## config.mk

```make
export PLATFORM = sky130hd
export DESIGN_NAME = mbx_dual_irq
export DESIGN_NICKNAME = d
export VERILOG_FILES = /design/src/rtl/mbx_pkg.sv /design/src/rtl/mbx_data_bank.sv /design/src/rtl/mbx_side_regs.sv /design/src/rtl/mbx_rd_port.sv /design/src/rtl/mbx_dual_irq.sv
export SDC_FILE = /design/constraint.sdc
export NUM_CORES = 1
export LEC_CHECK = 0
export ABC_CLOCK_PERIOD_IN_PS = 2700
export BUFFER_PORTS_ARGS = -buffer_cell sky130_fd_sc_hd__buf_2
export CAP_MARGIN = 20
export CORE_UTILIZATION = 35
export DETAILED_ROUTE_END_ITERATION = 16
export HOLD_SLACK_MARGIN = 0.02
export MAX_ROUTING_LAYER = met4
export PLACE_DENSITY = 0.51
export SLEW_MARGIN = 40
export SYNTH_ARGS = -nofsm -noshare
export SYNTH_HDL_FRONTEND = slang
export SYNTH_HIERARCHICAL = 1
export SYNTH_SLANG_ARGS = --single-unit
```

## constraint.sdc

```tcl
create_clock -name clk -period 2.7 [get_ports clk]
set_input_delay 0.405 -clock clk [delete_from_list [all_inputs] [get_ports clk]]
set_output_delay 0.405 -clock clk [all_outputs]
set_load 0.03 [all_outputs]
```

## src/rtl/mbx_pkg.sv

```systemverilog
package mbx_pkg;
   localparam int BYTE_W        = 8;
   localparam int CTRL_FLAG_BIT = 7;
   localparam int CTRL_MASK_BIT = 1;
   localparam int CTRL_RING_BIT = 0;

   // Read view of a control byte: the doorbell bit never reads back.
   function automatic logic [BYTE_W-1:0] ctrl_view(input logic flag, input logic mask);
      logic [BYTE_W-1:0] v;
      v                = '0;
      v[CTRL_FLAG_BIT] = flag;
      v[CTRL_MASK_BIT] = mask;
      return v;
   endfunction
endpackage

```

## src/rtl/mbx_data_bank.sv

```systemverilog
module mbx_data_bank #(
   parameter int NUM_BYTES = 16,
   parameter int ADDR_W    = 5,
   parameter bit MGMT_PRIO = 1'b1
) (
   input  logic                          clk,
   input  logic                          rst_n,
   input  logic                          h_wr,
   input  logic [ADDR_W-1:0]             h_addr,
   input  logic [7:0]                    h_wdata,
   input  logic                          m_wr,
   input  logic [ADDR_W-1:0]             m_addr,
   input  logic [7:0]                    m_wdata,
   output logic [NUM_BYTES*8-1:0]        data_flat,
   output logic [NUM_BYTES-1:0]          h_hit,
   output logic [NUM_BYTES-1:0]          m_hit
);
   for (genvar i = 0; i < NUM_BYTES; i++) begin : g_byte
      assign h_hit[i] = h_wr && (h_addr == ADDR_W'(i));
      assign m_hit[i] = m_wr && (m_addr == ADDR_W'(i));

      logic [7:0] win_data;
      if (MGMT_PRIO) begin : g_mgmt_first
         assign win_data = m_hit[i] ? m_wdata : h_wdata;
      end else begin : g_host_first
         assign win_data = h_hit[i] ? h_wdata : m_wdata;
      end

      always_ff @(posedge clk or negedge rst_n) begin
         if (!rst_n)
            data_flat[i*8 +: 8] <= '0;
         else if (h_hit[i] || m_hit[i])
            data_flat[i*8 +: 8] <= win_data;
      end
   end
endmodule

```

## src/rtl/mbx_side_regs.sv

```systemverilog
module mbx_side_regs #(
   parameter int NUM_BYTES = 16,
   parameter int ADDR_W    = 5,
   parameter int STAT_OFS  = 16,
   parameter int CTRL_OFS  = 19,
   parameter int EN_OFS    = 22
) (
   input  logic                 clk,
   input  logic                 rst_n,
   input  logic                 wr,
   input  logic [ADDR_W-1:0]    addr,
   input  logic [7:0]           wdata,
   input  logic [NUM_BYTES-1:0] peer_hit,
   input  logic                 flag_set,
   output logic [NUM_BYTES-1:0] stat_q,
   output logic [NUM_BYTES-1:0] en_q,
   output logic                 flag_q,
   output logic                 mask_q,
   output logic                 ring,
   output logic                 irq
);
   import mbx_pkg::*;
   localparam int NBANK = NUM_BYTES / 8;

   logic [NUM_BYTES-1:0] stat_clr;
   logic                 ctrl_wr;

   for (genvar b = 0; b < NBANK; b++) begin : g_bank
      assign stat_clr[b*8 +: 8] = (wr && addr == ADDR_W'(STAT_OFS + b)) ? wdata : 8'h00;

      always_ff @(posedge clk or negedge rst_n) begin
         if (!rst_n)
            en_q[b*8 +: 8] <= '0;
         else if (wr && addr == ADDR_W'(EN_OFS + b))
            en_q[b*8 +: 8] <= wdata;
      end
   end

   // A new event overrides a clear landing in the same cycle.
   always_ff @(posedge clk or negedge rst_n) begin
      if (!rst_n)
         stat_q <= '0;
      else
         stat_q <= (stat_q & ~stat_clr) | peer_hit;
   end

   assign ctrl_wr = wr && (addr == ADDR_W'(CTRL_OFS));
   assign ring    = ctrl_wr && wdata[CTRL_RING_BIT];

   always_ff @(posedge clk or negedge rst_n) begin
      if (!rst_n) begin
         flag_q <= 1'b0;
         mask_q <= 1'b0;
      end else begin
         flag_q <= flag_set | (flag_q & ~(ctrl_wr & wdata[CTRL_FLAG_BIT]));
         if (ctrl_wr)
            mask_q <= wdata[CTRL_MASK_BIT];
      end
   end

   assign irq = (|(stat_q & en_q)) | (flag_q & ~mask_q);
endmodule

```

## src/rtl/mbx_rd_port.sv

```systemverilog
module mbx_rd_port #(
   parameter int NUM_BYTES = 16,
   parameter int ADDR_W    = 5,
   parameter int STAT_OFS  = 16,
   parameter int M_CTRL    = 18,
   parameter int H_CTRL    = 19,
   parameter int M_EN_OFS  = 20,
   parameter int H_EN_OFS  = 22
) (
   input  logic                   clk,
   input  logic                   rst_n,
   input  logic                   rd,
   input  logic [ADDR_W-1:0]      addr,
   input  logic [NUM_BYTES*8-1:0] data_flat,
   input  logic [NUM_BYTES-1:0]   stat,
   input  logic [NUM_BYTES-1:0]   m_en,
   input  logic [NUM_BYTES-1:0]   h_en,
   input  logic [7:0]             m_ctrl,
   input  logic [7:0]             h_ctrl,
   output logic [7:0]             rdata
);
   localparam int NBANK = NUM_BYTES / 8;
   localparam int IW    = $clog2(NUM_BYTES);

   logic [IW-1:0] idx;
   logic [7:0]    sel;

   assign idx = addr[IW-1:0];

   always_comb begin
      sel = '0;
      if (addr < ADDR_W'(NUM_BYTES))
         sel = data_flat[idx*8 +: 8];
      for (int b = 0; b < NBANK; b++) begin
         if (addr == ADDR_W'(STAT_OFS + b)) sel = stat[b*8 +: 8];
         if (addr == ADDR_W'(M_EN_OFS + b)) sel = m_en[b*8 +: 8];
         if (addr == ADDR_W'(H_EN_OFS + b)) sel = h_en[b*8 +: 8];
      end
      if (addr == ADDR_W'(M_CTRL)) sel = m_ctrl;
      if (addr == ADDR_W'(H_CTRL)) sel = h_ctrl;
   end

   always_ff @(posedge clk or negedge rst_n) begin
      if (!rst_n)
         rdata <= '0;
      else if (rd)
         rdata <= sel;
   end
endmodule

```

## src/rtl/mbx_dual_irq.sv

```systemverilog
module mbx_dual_irq #(
   parameter int NUM_BYTES = 16,
   parameter int ADDR_W    = 5,
   parameter bit MGMT_PRIO = 1'b1
) (
   input  logic              clk,
   input  logic              rst_n,
   input  logic [ADDR_W-1:0] h_addr,
   input  logic              h_wr,
   input  logic              h_rd,
   input  logic [7:0]        h_wdata,
   output logic [7:0]        h_rdata,
   output logic              h_irq,
   input  logic [ADDR_W-1:0] m_addr,
   input  logic              m_wr,
   input  logic              m_rd,
   input  logic [7:0]        m_wdata,
   output logic [7:0]        m_rdata,
   output logic              m_irq
);
   import mbx_pkg::*;

   localparam int NBANK    = NUM_BYTES / 8;
   localparam int STAT_OFS = NUM_BYTES;
   localparam int M_CTRL   = STAT_OFS + NBANK;
   localparam int H_CTRL   = M_CTRL + 1;
   localparam int M_EN_OFS = H_CTRL + 1;
   localparam int H_EN_OFS = M_EN_OFS + NBANK;
   localparam int MAP_SIZE = H_EN_OFS + NBANK;

   if (NUM_BYTES < 8 || (NUM_BYTES % 8) != 0) begin : g_bad_bytes
      $error("NUM_BYTES must be a non-zero multiple of 8");
   end
   if ((1 << ADDR_W) < MAP_SIZE) begin : g_bad_addr_w
      $error("ADDR_W too narrow for the register map");
   end

   logic [NUM_BYTES*8-1:0] data_flat;
   logic [NUM_BYTES-1:0]   h_hit, m_hit;
   logic [NUM_BYTES-1:0]   h_stat_q, h_en_q, m_stat_q, m_en_q;
   logic                   h_flag_q, h_mask_q, m_flag_q, m_mask_q;
   logic                   h_ring, m_ring;

   mbx_data_bank #(
      .NUM_BYTES(NUM_BYTES), .ADDR_W(ADDR_W), .MGMT_PRIO(MGMT_PRIO)
   ) u_data (
      .clk(clk), .rst_n(rst_n),
      .h_wr(h_wr), .h_addr(h_addr), .h_wdata(h_wdata),
      .m_wr(m_wr), .m_addr(m_addr), .m_wdata(m_wdata),
      .data_flat(data_flat), .h_hit(h_hit), .m_hit(m_hit)
   );

   mbx_side_regs #(
      .NUM_BYTES(NUM_BYTES), .ADDR_W(ADDR_W),
      .STAT_OFS(STAT_OFS), .CTRL_OFS(H_CTRL), .EN_OFS(H_EN_OFS)
   ) u_host (
      .clk(clk), .rst_n(rst_n),
      .wr(h_wr), .addr(h_addr), .wdata(h_wdata),
      .peer_hit(m_hit), .flag_set((|m_hit) | m_ring),
      .stat_q(h_stat_q), .en_q(h_en_q), .flag_q(h_flag_q), .mask_q(h_mask_q),
      .ring(h_ring), .irq(h_irq)
   );

   mbx_side_regs #(
      .NUM_BYTES(NUM_BYTES), .ADDR_W(ADDR_W),
      .STAT_OFS(STAT_OFS), .CTRL_OFS(M_CTRL), .EN_OFS(M_EN_OFS)
   ) u_mgmt (
      .clk(clk), .rst_n(rst_n),
      .wr(m_wr), .addr(m_addr), .wdata(m_wdata),
      .peer_hit(h_hit), .flag_set(h_ring),
      .stat_q(m_stat_q), .en_q(m_en_q), .flag_q(m_flag_q), .mask_q(m_mask_q),
      .ring(m_ring), .irq(m_irq)
   );

   logic [7:0] h_ctrl_v, m_ctrl_v;
   assign h_ctrl_v = ctrl_view(h_flag_q, h_mask_q);
   assign m_ctrl_v = ctrl_view(m_flag_q, m_mask_q);

   mbx_rd_port #(
      .NUM_BYTES(NUM_BYTES), .ADDR_W(ADDR_W), .STAT_OFS(STAT_OFS),
      .M_CTRL(M_CTRL), .H_CTRL(H_CTRL), .M_EN_OFS(M_EN_OFS), .H_EN_OFS(H_EN_OFS)
   ) u_h_rd (
      .clk(clk), .rst_n(rst_n), .rd(h_rd), .addr(h_addr),
      .data_flat(data_flat), .stat(h_stat_q), .m_en(m_en_q), .h_en(h_en_q),
      .m_ctrl(m_ctrl_v), .h_ctrl(h_ctrl_v), .rdata(h_rdata)
   );

   mbx_rd_port #(
      .NUM_BYTES(NUM_BYTES), .ADDR_W(ADDR_W), .STAT_OFS(STAT_OFS),
      .M_CTRL(M_CTRL), .H_CTRL(H_CTRL), .M_EN_OFS(M_EN_OFS), .H_EN_OFS(H_EN_OFS)
   ) u_m_rd (
      .clk(clk), .rst_n(rst_n), .rd(m_rd), .addr(m_addr),
      .data_flat(data_flat), .stat(m_stat_q), .m_en(m_en_q), .h_en(h_en_q),
      .m_ctrl(m_ctrl_v), .h_ctrl(h_ctrl_v), .rdata(m_rdata)
   );
endmodule

```

==> summary.md, run 1 <==
| Metric | Value |
|---|---|
| Most common cell after layout, fill and taps aside | dfrtp_1 |
| Seq/Total Area, Yosys | 0.370 |
| Routed vias | 14800 |
| Row count | 73 |
| Number of flops mapped to enable cells by yosys | 0 |
| Initial Util | 0.358 |
| Setup crit end kind | output port |
| Drt initial violations | 1990 |
| Die H | 204 µm |
| Nets@finish | 1771 |
| Setup-failing EPs final | 0 |
| Netlist cell types | 66 |
| Clock Skews | 0.00860 ns |
| Synth warnings | 6 |
| Slew Limit Fails | 0 |
| First-pass GRT wire length | 101 mm |
| Initial antenna violation count | 4 |
| Min Tclk post-route | 2.45 ns |
| Startpoint Class | flop |
| Clk buf depth | 3 |
| Total chip power | 11.2 mW |
| Post-DP Area | 0.0155 mm² |
| Clock slew at reported path FFs | 0.06 ns |
| Detailed Route WL | 68.9 mm |
| Vias in the first global route | 14200 |
| H-tree levels | 1 |
| WL/cell | 30.2 µm |
| WS Path Type | reg2out |
| Area grow syn2layout | 13.6% |
| Total track usage | 0.339 |
| Most frequent cells in the layout | dfrtp_1 (212), nand2_1 (165), a31oi_1 (136) |
| Detailed Place HPWL | 48.1 mm |
| Setup ws final | 0.253 ns |
| Max-cap violation count | 0 |
| Peak VDD IR | 0.466 mV |
| Synth async-reset ratio | 1.00 |
| DR pass1 iterations | 6 |
| Worst r2r path cells | 6 |
| Clock Latency Late Sink | 0.56 ns |
| IO Count | 50 |
| Layout cells sized above 1 | 0.162 |
| Area of the mapped netlist | 0.0143 mm² |
| Die X | 204 µm |
| Fin util | 0.406 |
| Critical-path maximum fanout | 4 |
| Worst-Margin Slew | 0.787 ns |
| Total CTS buffers | 27 |
| DRT antenna net count | 0 |
| Ys flop type | dfrtp_1 |
| RD Place Congestion | 1.03 |
| Fin. Hold Viols | 0 |
| Outcome | completed |
| Met1 Routed Length | 28.9 mm |
| I/O Buffers | 49 |
| Final setup TNS | 0 ns |
| Fin area | 0.0163 mm² |
| Slew HR | 0.468 |
| Clk root buf | clkbuf_16 |
| Setup WS pre-CTS | 0.217 ns |
| Die area | 0.0418 mm² |
| Clock sink count | 212 |
| Wire length on met2 | 29.4 mm |
| Period utilisation layout | 0.906 |
| Pwr/cell area | 690 mW/mm² |
| CP arrival | 2.04 ns |
| Syn avg cell area | 8.41 µm² |
| Vias per inst | 6.50 |
| Global route overflow | 0 |
| Max layer used | met4 |
| HP Class | in2reg |
| Hold path cells | 3 |
| Drt drc | 0 |
| CORE AREA | 0.0401 mm² |
| Leak pwr | 6.76 nW |
| Largest net degree at the start of global routing | 75 |
| Cts repair resizes | 0 |
| Worst path required time | 2.30 ns |
| RSZ-0062 raised after global routing | false |
| CTS tree | built |
| Synthesized netlist cell count | 1706 |
| DR WL met3 | 6.78 mm |
| Seq cells post-synth | 212 |
| Peak Freq | 409 MHz |
-- registers in the layout (all words and copies together) (netlist names) --
name              flops
u_host/en_q          16
u_h_rd/rdata          8
u_mgmt/flag_q         1
u_m_rd/rdata          8
u_mgmt/en_q          16
u_mgmt/stat_q        16
u_host/flag_q         1
u_mgmt/mask_q         1
u_host/stat_q        16
u_data/data_flat    128
u_host/mask_q         1
-- path summary, 6_finish.rpt --
check                                                 start  slack [ns]                               to
max in group asynchronous                             rst_n        1.45      u_host/en_q[14]$_DFFE_PN0P_
hold / removal                                   h_wdata[5]        0.23  u_data/data_flat[5]$_DFFE_PN0P_
hold reg to reg                  u_mgmt/stat_q[5]$_DFF_PN0_        0.52       u_mgmt/stat_q[5]$_DFF_PN0_
min in group asynchronous                             rst_n        0.40      u_mgmt/en_q[13]$_DFFE_PN0P_
setup reg to reg           u_data/data_flat[72]$_DFFE_PN0P_        0.82      u_h_rd/rdata[0]$_DFFE_PN0P_
setup / recovery                 u_host/en_q[1]$_DFFE_PN0P_        0.25                            h_irq
-- metal layers --
metal | vias to the layer above | track usage
li1 | 6341 | -
met4 | 0 | 0.172
met3 | 197 | 0.0630
met1 | 7305 | 0.456
met2 | 977 | 0.483
met5 | - | -
-- critical path: stages (launching register included) --
cell      delay [ns]
dfrtp_1         0.45
a22o_1          0.26
a221oi_1        0.21
and3_1          0.20
nand3_1         0.14
buf_2           0.23
-- what timing repair did --
action                                  in CTS  in global routing
hold buffers                                 1                  0
hold endpoints to repair                    66                  0
endpoints found under the setup margin       0                  0
buffers inserted                             0                  0
-- area by class of cell --
class,instances,area [µm²]
inverters,37,139
repair buffers,158,1210
clock inverters,5,28.8
multi-input cells,1303,8180
clock buffers,37,773
flip-flops and latches,212,5310
diodes,3,7.51
fillers,4068,23800
well taps,525,657
-- stage by stage --
| step | hold WS [ns] | std cells |
|---|---|---|
| floorplan | 0.109 | 1739 |
| global placement | 0.440 | 2234 |
| detailed placement | 0.431 | 2234 |
| CTS | 0.224 | 2277 |
| global route | 0.251 | 2280 |
| finish | 0.231 | 2280 |
-- cell usage after synthesis (6+ instances only) --
cell / instances / area share
clkbuf_1: 122 / 0.032
nand2b_1: 18 / 0.0079
o211ai_1: 20 / 0.010
nand3_1: 97 / 0.034
nand2_1: 165 / 0.043
nor3_1: 130 / 0.045
mux2i_1: 112 / 0.078
a221oi_1: 6 / 0.0037
nand4_1: 9 / 0.0039
a21o_1: 38 / 0.020
mux2_4: 8 / 0.0084
a21oi_1: 42 / 0.015
a31oi_1: 136 / 0.059
a32oi_1: 6 / 0.0037
and3b_1: 8 / 0.0049
or2_0: 6 / 0.0026
o311ai_0: 6 / 0.0037
a22o_1: 8 / 0.0049
o22a_1: 10 / 0.0061
or2_1: 11 / 0.0048
o21ai_1: 64 / 0.022
and2_1: 10 / 0.0044
dfrtp_1: 212 / 0.37
nor2_1: 69 / 0.018
buf_1: 9 / 0.0024
buf_6: 12 / 0.0094
and3_1: 12 / 0.0052
a2bb2oi_1: 10 / 0.0061
o21ai_0: 92 / 0.032
inv_1: 22 / 0.0058
a22oi_1: 34 / 0.018
buf_4: 6 / 0.0031
o22ai_1: 16 / 0.0070
nor2b_1: 17 / 0.0074
o21a_1: 6 / 0.0031
inv_2: 15 / 0.0039
o32ai_1: 12 / 0.0073
buf_2: 36 / 0.013
mux2_2: 38 / 0.030
-- logic make-up after synthesis --
| family | count (synthesis) | share of synthesized area |
|---|---|---|
| flip-flops | 212 | 0.370 |
| multiplexers | 160 | 0.120 |
| AO/OA/AOI/OAI | 520 | 0.232 |
| AND/OR/NAND/NOR | 589 | 0.206 |
| buffers and inverters | 224 | 0.0719 |
| other | 1 | 0.000261 |
-- power by group --
part | internal (mW) | leakage [nW] | total, mW | switching (mW)
sequential | 3.95 | 2.59 | 4.85 | 0.901
clock | 1.97 | 0.401 | 3.44 | 1.48
combinational | 1.21 | 3.77 | 2.94 | 1.73
Note: power is estimated with default switching activity, not from simulation.
==> inputs of run 2 (changes only) <==
--- a/config.mk
+++ b/config.mk
@@ -9,6 +9,7 @@
 export BUFFER_PORTS_ARGS = -buffer_cell sky130_fd_sc_hd__buf_2
 export CAP_MARGIN = 20
 export CORE_UTILIZATION = 35
+export CTS_BUF_LIST = sky130_fd_sc_hd__clkbuf_2 sky130_fd_sc_hd__clkbuf_4 sky130_fd_sc_hd__clkbuf_8
 export DETAILED_ROUTE_END_ITERATION = 16
 export HOLD_SLACK_MARGIN = 0.02
 export MAX_ROUTING_LAYER = met4
==> summary.md, run 2 (synthesis results as in run 1) <==
| Metric | Value |
|---|---|
| Vias per inst | 6.56 (+0.85%) |
| Worst path required time | 2.30 ns (about the same) |
| Clock power share | 0.320 (+0.014) |
| Sequential Power Share | 0.423 (-0.009) |
| Die area | 0.0418 mm² (unchanged) |
| Register with the most flip-flops | u_data/data_flat |
| Initial antenna violation count | 1 (-3) |
| Clk root buf | clkbuf_8 |
| Startpoint Class | flop |
| WL/cell | 30.1 µm (-0.52%) |
| CTS tree | built |
| Routed vias | 15100 (+2.2%) |
| Vias in the first global route | 14300 (+0.51%) |
| Drt initial violations | 2183 (+9.7%) |
| Post-CTS Setup Repair Bufs | 0 (unchanged) |
| Leak pwr | 6.85 nW (+1.3%) |
| Layout cells sized above 1 | 0.179 (+0.0173) |
| DRT antenna net count | 0 (unchanged) |
| Layout Cells excl Fill | 2310 (+1.3%) |
| Critical-path maximum fanout | 4 (unchanged) |
| RD Place Congestion | 1.03 (unchanged) |
| Peak Freq | 395 MHz (-3.4%) |
| I/O Buffers | 49 (unchanged) |
| Final setup TNS | 0 ns (unchanged) |
| Setup-failing EPs final | 0 (unchanged) |
| Slew Limit Fails | 0 (unchanged) |
| Initial Util | 0.358 (unchanged) |
| DR pass1 iterations | 6 (unchanged) |
| Clk buf depth | 3 (unchanged) |
| Outcome | completed |
| Fin. Hold Viols | 0 (unchanged) |
| HP Class | in2reg |
| Largest register FFs | 128 (unchanged) |
| Die H | 204 µm (unchanged) |
| Global route overflow | 0 (unchanged) |
| Peak VDD IR | 0.253 mV (-46%) |
| Fin util | 0.409 (+0.00293) |
| Clock slew at reported path FFs | 0.06 ns (about the same) |
| Comb power frac | 0.257 (-0.005) |
| Total CTS buffers | 41 (+52%) |
| Internal | 7.25 mW (+1.6%) |
| Total track usage | 0.342 (+0.00299) |
| Detailed Route WL | 69.4 mm (+0.78%) |
| Row count | 73 (unchanged) |
| Die X | 204 µm (unchanged) |
| CORE AREA | 0.0401 mm² (unchanged) |
| Setup WS pre-CTS | 0.217 ns (unchanged) |
| Placed Cells | 2234 (unchanged) |
| RSZ-0062 raised after global routing | false |
| WS Path Type | reg2out |
| Most frequent cells in the layout | dfrtp_1 (212), nand2_1 (165), a31oi_1 (136) |
| Largest net degree at the start of global routing | 75 (unchanged) |
| Hold path cells | 3 (unchanged) |
| H-tree levels | 2 (+1) |
| First-pass GRT wire length | 101 mm (+0.34%) |
| Clock Skews | 0.0363 ns (+0.0277 ns) |
| Clock sink count | 212 (unchanged) |
| Pwr/cell area | 699 mW/mm² (+1.4%) |
| Slew HR | 0.435 (-0.0338) |
| Clock Latency Late Sink | 0.63 ns (+0.07 ns) |
| Min Tclk post-route | 2.53 ns (+0.0874 ns) |
| Setup ws final | 0.166 ns (-0.0874 ns) |
| Detailed Place HPWL | 48.1 mm (unchanged) |
| Worst-Margin Slew | 0.837 ns (+0.0500 ns) |
| Most common cell after layout, fill and taps aside | dfrtp_1 |
| Total chip power | 11.5 mW (+2.2%) |
| CP arrival | 2.13 ns (+0.09 ns) |
| Worst r2r path cells | 5 (-1) |
| Switching share of power | 0.368 (+0.00323) |
| Period utilisation layout | 0.939 (+0.0324) |
| Drt drc | 0 (unchanged) |
| Area grow syn2layout | 14.4% |
| Nets@finish | 1785 (+0.79%) |
| IO Count | 50 (unchanged) |
| Psw | 4.23 mW (+3.1%) |
| Max-cap violation count | 0 (unchanged) |
| Setup crit end kind | output port |
[run 2: cell types whose count changed in the layout (fill, tap and decap cells not counted)]
| cell | previous run | this run |
|---|---|---|
| clkbuf_8 | 6 | 60 |
| clkbuf_16 | 27 | 0 |
| clkbuf_4 | 0 | 9 |
| clkbuf_1 | 4 | 0 |
| diode_2 | 3 | 1 |
| clkinv_2 | 4 | 3 |
| clkinvlp_4 | 0 | 1 |
[run 2: metrics by stage]
stage / hold slack (ns) / instance area (µm²)
after global routing: 0.193 / 16400
after CTS: 0.148 / 16400
final: 0.178 / 16400
after global placement: 0.440 / 15500
after floorplan: 0.109 / 14500
after detailed placement: 0.431 / 15500
[run 2: worst paths after layout]
| path | slack (ns) | start | endpoint |
|---|---|---|---|
| worst max-delay path | 0.17 | u_host/en_q[1]$_DFFE_PN0P_ | h_irq |
| worst min-delay path | 0.18 | m_wdata[0] | u_mgmt/stat_q[8]$_DFF_PN0_ |
| worst max register to register | 0.81 | u_data/data_flat[109]$_DFFE_PN0P_ | u_h_rd/rdata[5]$_DFFE_PN0P_ |
| worst min register to register | 0.52 | u_mgmt/stat_q[5]$_DFF_PN0_ | u_mgmt/stat_q[5]$_DFF_PN0_ |
| max in group asynchronous | 1.47 | rst_n | u_host/en_q[14]$_DFFE_PN0P_ |
| min in group asynchronous | 0.35 | rst_n | u_mgmt/en_q[13]$_DFFE_PN0P_ |
[run 2: power groups by stage]
stage	Sequential [mW]	Combinational (mW)	Clock [mW]
floorplan	4.49	1.87	0
global placement	4.86	2.81	0
detailed placement	4.86	2.84	0
CTS	4.81	2.86	3.74
global route	4.91	3.12	3.84
finish	4.85	2.95	3.68
[run 2: area by class of cell]
class / count / area [µm²]
fillers: 4062 / 23700
multi-input cells: 1303 / 8180
flip-flops and latches: 212 / 5310
repair buffers: 158 / 1210
clock buffers: 69 / 893
well taps: 525 / 657
inverters: 37 / 139
clock inverters: 5 / 31.3
diodes: 1 / 2.50
[run 2: layer usage]
| layer | vias to the layer above | GRT usage | part of all wire |
|---|---|---|---|
| met5 | - | - | 0 |
| met1 | 7434 | 0.456 | 0.41 |
| met2 | 1113 | 0.480 | 0.43 |
| li1 | 6371 | - | - |
| met3 | 225 | 0.0660 | 0.10 |
| met4 | 0 | 0.197 | 0.061 |
[run 2: critical path, cell delays in order (launching register included)]
cell	delay (ns)
dfrtp_1	0.45
a22o_1	0.26
a221oi_1	0.21
and3_1	0.21
nand3_1	0.14
buf_2	0.23
[run 2: timing repair]
action | 4_1_cts | 5_1_grt
resized for setup | 0 | 0
hold buffers | 1 | 0
hold endpoints to repair | 66 | 0
